`src/rtl/hazard_ctrl.sv`:
```
module hazard_ctrl #(
  parameter int REG_W = 5
) (
  input  logic             clk,
  input  logic             rst_n,
  input  logic             id_valid,
  input  logic [REG_W-1:0] id_rs1,
  input  logic [REG_W-1:0] id_rs2,
  input  logic             id_use_rs1,
  input  logic             id_use_rs2,
  input  logic             id_branch,
  input  logic             br_taken,
  input  logic             ex_valid,
  input  logic             ex_load,
  input  logic [REG_W-1:0] ex_rd,
  output logic             pc_we,
  output logic             ifid_we,
  output logic             idex_bubble,
  output logic             ifid_flush,
  output logic             pc_redirect
);

  localparam logic [REG_W-1:0] ZERO_REG = '0;

  logic ld_producer, hit_rs1, hit_rs2, interlock, take;

  assign ld_producer = ex_valid && ex_load && (ex_rd != ZERO_REG);
  assign hit_rs1     = id_use_rs1 && (id_rs1 == ex_rd);
  assign hit_rs2     = id_use_rs2 && (id_rs2 == ex_rd);
  assign interlock   = id_valid && ld_producer && (hit_rs1 || hit_rs2);

  assign take        = id_valid && id_branch && br_taken && !interlock;

  assign pc_we       = !interlock;
  assign ifid_we     = !interlock;
  assign idex_bubble = interlock;
  assign ifid_flush  = take;
  assign pc_redirect = take;

  AST_BUBBLE_FREEZES: assert property (@(posedge clk) disable iff (!rst_n)
    idex_bubble |-> (!pc_we && !ifid_we));
  AST_ZERO_NO_STALL: assert property (@(posedge clk) disable iff (!rst_n)
    (ex_rd == ZERO_REG) |-> !idex_bubble);
  AST_NONLOAD_FLOWS: assert property (@(posedge clk) disable iff (!rst_n)
    !ex_load |-> (pc_we && ifid_we && !idex_bubble));
  AST_FLUSH_ADVANCES: assert property (@(posedge clk) disable iff (!rst_n)
    ifid_flush |-> (pc_we && pc_redirect));
  AST_NOT_TAKEN_FLOWS: assert property (@(posedge clk) disable iff (!rst_n)
    !br_taken |-> (!ifid_flush && !pc_redirect));
  AST_STALL_BEATS_FLUSH: assert property (@(posedge clk) disable iff (!rst_n)
    !(ifid_flush && idex_bubble));
  AST_EMPTY_QUIET: assert property (@(posedge clk) disable iff (!rst_n)
    (!id_valid || !ex_valid) |-> !idex_bubble);

endmodule

```
`config.mk`:
```
export PLATFORM = sky130hd
export DESIGN_NAME = hazard_ctrl
export DESIGN_NICKNAME = d
export VERILOG_FILES = /design/src/rtl/hazard_ctrl.sv
export SDC_FILE = /design/constraint.sdc
export NUM_CORES = 1
export LEC_CHECK = 0
export BUFFER_PORTS_ARGS = -buffer_cell sky130_fd_sc_hd__clkbuf_2
export CAP_MARGIN = 30
export CORE_AREA = 2 2 39 41
export DETAILED_ROUTE_END_ITERATION = 8
export DIE_AREA = 0 0 41 43
export MAX_ROUTING_LAYER = met4
export PLACE_DENSITY_LB_ADDON = 0.2
export SLEW_MARGIN = 40
export SYNTH_ARGS = -nofsm -noshare
export SYNTH_HDL_FRONTEND = slang
export SYNTH_SLANG_ARGS = --single-unit
```
`constraint.sdc`:
```
create_clock -name vclk -period 1.6
set_clock_uncertainty 0.2 [all_clocks]
set_input_delay 0.24 -clock vclk [all_inputs]
set_output_delay 0.24 -clock vclk [all_outputs]
set_load 0.03 [all_outputs]
```
## Word-level counts from Yosys, hierarchy flattened

Index checks and enable logic that the tools add are counted.

| cells by class | value |
|---|---|
| equality and inequality tests | 2 |
| reduce and logical (&&, ||, !) cells | 12 |

Operators by type and width:

| kind | count |
|---|---|
| equality test 5 bit | 2 |
| logical AND 1 bit | 9 |
| nonzero test 5 bit | 1 |
| logical NOT 1 bit | 1 |
| logical OR 1 bit | 1 |

| word-level totals | value |
|---|---|
| register bits after elaboration | 0 |
| output and inout bits | 5 |
| word-level logic and storage cells | 14 |
| input port bits | 24 |

## Depth between registers and ports, before layout

Gate-level depths: netlist of run 1.

| logic depth | value |
|---|---|
| depth after elaboration | 6 |
| depth in mapped cells | 5 |
| mapped depth without buffers | 4 |

## Least setup slack after synthesis of run 1

Ideal clock, no wire load.

| timing path | value |
|---|---|
| kind | input-to-output |
| start | in ex_rd[2] |
| end | out pc_redirect |
| arrival | 1.737 ns |
| required time | 1.160 ns |
| setup slack | -0.577 ns |
| path buffers | 1 |
| cell stages on the path | 4 |
| cell sequence | or3_1 -> o311a_1 -> a21oi_1 -> buf_4 |

| between the ends | value |
|---|---|
| longest elaborated chain between the ends | 6 |
| elaborated cells on any way between the ends | 11 |
| those cells by class | eq/ne (2); reduce/logical (9) |

RTL lines:

| item | RTL line | source |
|---|---|---|
| start: declaration | 15 | `input logic [REG_W-1:0] ex_rd,` |
| equality test 5 bit, or another cell as far along | 28 | `assign hit_rs1 = id_use_rs1 && (id_rs1 == ex_rd);` |
| logical AND 1 bit (on tied branches) | 28, 27, 29 |  |
| logical OR 1 bit / logical AND 1 bit (equally long branches) | 30 | `assign interlock = id_valid && ld_producer && (hit_rs1 \|\| hit_rs2);` |
| logical AND 1 bit (*) | 30 |  |
| logical NOT 1 bit (*) | 32 | `assign take = id_valid && id_branch && br_taken && !interlock;` |
| logical AND 1 bit (*) | 32 |  |
| end: declaration | 20 | `output logic pc_redirect` |

Every way passes the cells marked *; elsewhere a longest branch is shown, timed or not.

## Worst setup path after layout of run 1

| timing path | value |
|---|---|
| start | in ex_rd[2] |
| end | out ifid_flush |

| between the ends | value |
|---|---|
| longest elaborated chain between the ends | 6 |
| elaborated cells on any way between the ends | 11 |
| those cells by class | eq/ne (2); reduce/logical (9) |

RTL lines:

| item | RTL line | source |
|---|---|---|
| equality test 5 bit, or another cell as far along | 28 |  |
| logical AND 1 bit (on tied branches) | 28, 27, 29 |  |
| logical OR 1 bit / logical AND 1 bit (equally long branches) | 30 |  |
| logical AND 1 bit (*) | 30 |  |
| logical NOT 1 bit (*) | 32 |  |
| logical AND 1 bit (*) | 32 |  |
| end: declaration | 19 | `output logic ifid_flush,` |

Marked as above.

==> run summary, run 1 <==
PortBufs = 27
Crit path required time = 1160 ps
Fin. max-slew vios = 0
Layout cell share with drive strength beyond 1 = 73.6%
Share of the synthesized area in the top cell type = 52.6%
Fin area = 465 sq um
Mux cell area share after synthesis = 0%
Tot Pwr = 105 uW
Die X = 41 um
Fin nets = 79
Failing checks = negative setup slack
Die height = 43 um
Antenna-violating nets left = 0
Max IR drop VDD = 0.0000649 V
Largest family of logic cells by synthesized area = XOR/XNOR gates
Layout clock buffer count = 0
Syn nets = 47
Worst slew pin tran = 207 ps
CP Max Fanout = 3
Routed vias/inst = 3.96
Largest net degree at the start of global routing = 4
Final setup viols = 5
DR WL/cell = 9.87 um
Hold Path Class = primary input to output pin
Synth Cell Area = 166 sq um
Synth Area in Adders = 0%
Final hold violation count = 0
GRT Residual Overflow = 0
Detailed Route WL = 681 um
Synth top cells by count = 10 x xnor2_1, 2 x buf_4, 2 x nand2_1, 2 x nand3_1, 2 x nand4_1
Crit path launch = ex_rd[2]
Leading area contributor after synthesis = xnor2_1
Final core utilization = 33.6%
Post-Place Cell Area = 354 sq um
Hold path startpoint = id_valid
Critical path type = primary input to output pin
Synth cell types = 10
DRC = 0
Via count = 273
Synth Area in Compound Gates = 12.8%
Tmin final = 1840 ps
Antenna diodes = 0
Fmax = 543 MHz
Synth Area in XOR/XNOR = 52.6%
Area of the core = 0.00138 sq mm
Synth Warn # = 0
Reg area = 0 sq um
Slew headroom = 86.2%
Initial antenna violation count = 0
Mean Syn Cell Area = 7.24 sq um
Placer Congestion = 0.562
Layout area overhead = 180%
Initial core utilization = 12.0%
CP startpoint kind = primary input
Starting DRT DRC Count = 0
Max_cap viols = 0
Vias in the first global route = 238
Seq Cell Count = 0
RSZ-0062 raised after global routing = yes
Final WS setup = -240 ps
Final period util = 115%
Count leader, synth = xnor2_1
Crit. End Element = output pin
1st-pass router iterations = 1
Power Density = 225 mW/mm^2
Synth top area cells = xnor2_1 53%, buf_4 9.0%, nand4_1 7.5%, nand3_1 6.0%, o311a_1 6.0%
Sequential area share after synthesis = 0%
Status = finished with violations
Mapped Cells = 23
Worst EP arrival = 1400 ps
Io pins = 29
Layout fillers = 153
Die area = 0.00176 sq mm
# rows = 14
P_leak = 0.000213 uW
Simple-gate share of the synthesized area = 25.6%
Multi-input gate area in the final layout = 203 sq um
First-pass GRT wire length = 903 um
Total GRT Usage = 7.06%
-- cell usage in the layout (no fill, tap or decap), drive strengths merged --
| cell | n |
|---|---|
| o22ai | 1 |
| nand4 | 2 |
| nand2 | 2 |
| xnor2 | 10 |
| o311a | 1 |
| or3 | 1 |
| and3 | 1 |
| clkbuf | 21 |
| nand3 | 2 |
| buf | 11 |
| a21oi | 1 |
-- power by group --
group          internal, uW  leakage (uW)  switching, uW  total [uW]
clock                     0             0              0           0
sequential                0             0              0           0
combinational          63.3      0.000213           41.5         105
-- logic make-up after synthesis --
logic type                after synthesis
AOI/OAI and AO/OA                       3
xor gates and xnor gates               10
buffers and inverters                   2
and+or+nand+nor                         8
-- final cells by class --
cell class | count | area share (%)
Timing Repair Buffer | 32 | 52.2
Multi-Input combinational cell | 21 | 43.5
Tap cell | 16 | 4.30
-- through the flow --
step | TNS, ps | cells | worst slack, ps | hold WS, ps
2_1_floorplan | -526 | 23 | -235 | 414
3_3_place_gp | -1300 | 68 | -322 | 638
3_5_place_dp | -1330 | 68 | -327 | 639
4_1_cts | -1270 | 69 | -282 | 622
5_1_grt | -1090 | 69 | -265 | 640
6_report | -964 | 69 | -240 | 618
-- metal layers --
| layer | part of all wire [%] | wire length (um) | track usage [%] |
|---|---|---|---|
| met1 | 41 | 278 | 9.49 |
| met5 | 0 | 0 | - |
| met4 | 0 | 0 | 0 |
| met2 | 41 | 281 | 11.6 |
| met3 | 18 | 120 | 1.05 |
-- worst max-delay path, stage by stage --
cell and delay (ps):
buf_6 100, or3_4 370, o311a_4 340, a21oi_4 200, buf_8 150
-- repair_timing --
action | in CTS | in global routing
pin swaps | 3 | 5
hold buffers | 0 | 0
gates resized for setup | 14 | 11
buffers inserted | 1 | 0
setup endpoints to repair | 5 | 5
-- final timing paths --
kind,to,slack [ps],depth (start not counted)
worst min-delay path,pc_we,620,3
worst max-delay path,ifid_flush,-240,5
No activity file was read; power rests on OpenSTA's default activity.
==> run 2: changes to the inputs <==
- clock period: 1.6 -> 2.4 ns (I/O delays scaled with it)
==> run 2 against run 1 <==
The run now ends clean. Combinational power is 53% lower. Via count is 12% lower. Global-route usage is 1.5 points lower. Total power is 53% lower. Routed wire length is 26% lower. Die area stayed put. Setup slack better by 510 ps. Hold slack better by 270 ps. First-iteration DRC count stayed put. Sequential cell count stayed put. Critical path type unchanged. Critical endpoint unchanged. Largest power group unchanged.
==> run summary, run 2 (synthesis results as in run 1) <==
Total GRT Usage = 5.53%
Detailed Route WL = 502 um
Fin. max-slew vios = 0
Critical-path top delay cell = or3_1
Routed vias/inst = 3.75
Vias in the first global route = 185
Final period util = 88.8%
Cts hold-fix bufs = 0
PortBufs = 27
Layout cell share with drive strength beyond 1 = 58.3%
DR WL/cell = 7.84 um
Final setup viols = 0
GRT Residual Overflow = 0
# rows = 14
Post-CTS Setup Inserts = 0
CP Max Fanout = 3
1st-pass router iterations = 1
Via count = 240
Initial antenna violation count = 0
Io pins = 29
First-pass GRT wire length = 731 um
Crit path required time = 1840 ps
Area of the core = 0.00138 sq mm
Hold Path Class = primary input to output pin
Most frequent cells in the layout = 27 x clkbuf_2, 10 x xnor2_1, 2 x nand4_1, 2 x nand2_1, 2 x nand3_1
HPWL Detailed = 502 um
Tot Pwr = 49.6 uW
Worst slew pin tran = 299 ps
Fin nets = 74
Seq Cell Count = 0
Final hold violation count = 0
RSZ-0062 raised after global routing = no
Tmin final = 2130 ps
TNS Setup = 0 ps
Placer Congestion = 0.609
Status = finished clean
Initial core utilization = 12.0%
Die X = 41 um
Worst EP arrival = 1570 ps
Antenna diodes = 0
Antenna-violating nets left = 0
Max IR drop VDD = 0.0000375 V
Fmax = 469 MHz
Reg area = 0 sq um
Max_cap viols = 0
Crit. End Element = output pin
Layout fillers = 163
Power Density = 160 mW/mm^2
Crit-path max cell delay = 380 ps
Crit path cell chain = clkbuf_2 > or3_1 > o311a_1 > a21oi_2 > clkbuf_2
DRC = 0
P_leak = 0.000153 uW
Layout area overhead = 86.5%
Slew headroom = 80.1%
Die height = 43 um
Critical path type = primary input to output pin
Post_cts resized = 0
WHS = 887 ps
Crit-path most repeated cell = clkbuf_2
Largest net degree at the start of global routing = 4
Die area = 0.00176 sq mm
CP startpoint kind = primary input
Starting DRT DRC Count = 0
Most common library cell in the layout ignoring fill and taps = clkbuf_2
Layout clock buffer count = 0
[run 2: changes by cell type in the layout (fill, tap and decap cells not counted), sizes merged]
cell,previous run,this run
buf,11,0
clkbuf,21,27
[run 2: per-stage QoR]
stage | instance area [sq um] | setup slack [ps] | instances | utilization [%]
floorplan | 170 | 206 | 23 | -
global placement | 310 | 262 | 64 | 22.4
detailed placement | 310 | 256 | 64 | 22.4
CTS | 310 | 256 | 64 | 22.4
global route | 310 | 197 | 64 | 22.4
finish | 310 | 269 | 64 | 22.4
[run 2: power by group]
group          leakage (uW)  switching [uW]  total (uW)  internal (uW)
Sequential                0               0           0              0
Clock                     0               0           0              0
Combinational      0.000153            21.9        49.6           27.7
[run 2: layout make-up]
class	instances	area (sq um)	share of cell area, %
Multi-Input combinational cell	21	155	50.0
Timing Repair Buffer	27	135	43.5
Tap cell	16	20.0	6.45
[run 2: critical path, delay by kind of cell]
kind,cells,cell delay [ps]
AOI/OAI and AO/OA,2,500
and+or+nand+nor,1,380
buffers and inverters,2,330
[run 2: path summary, 6_finish.rpt]
path / start / to / cells past startpoint
worst max-delay path: ex_rd[2] / ifid_flush / 5
worst min-delay path: br_taken / pc_redirect / 4
[run 2: per-layer routing]
metal / GRT usage (%) / share of wire, %
met5: - / 0
met4: 0 / 0
met3: 0 / 19
met2: 7.81 / 34
met1: 9.18 / 47
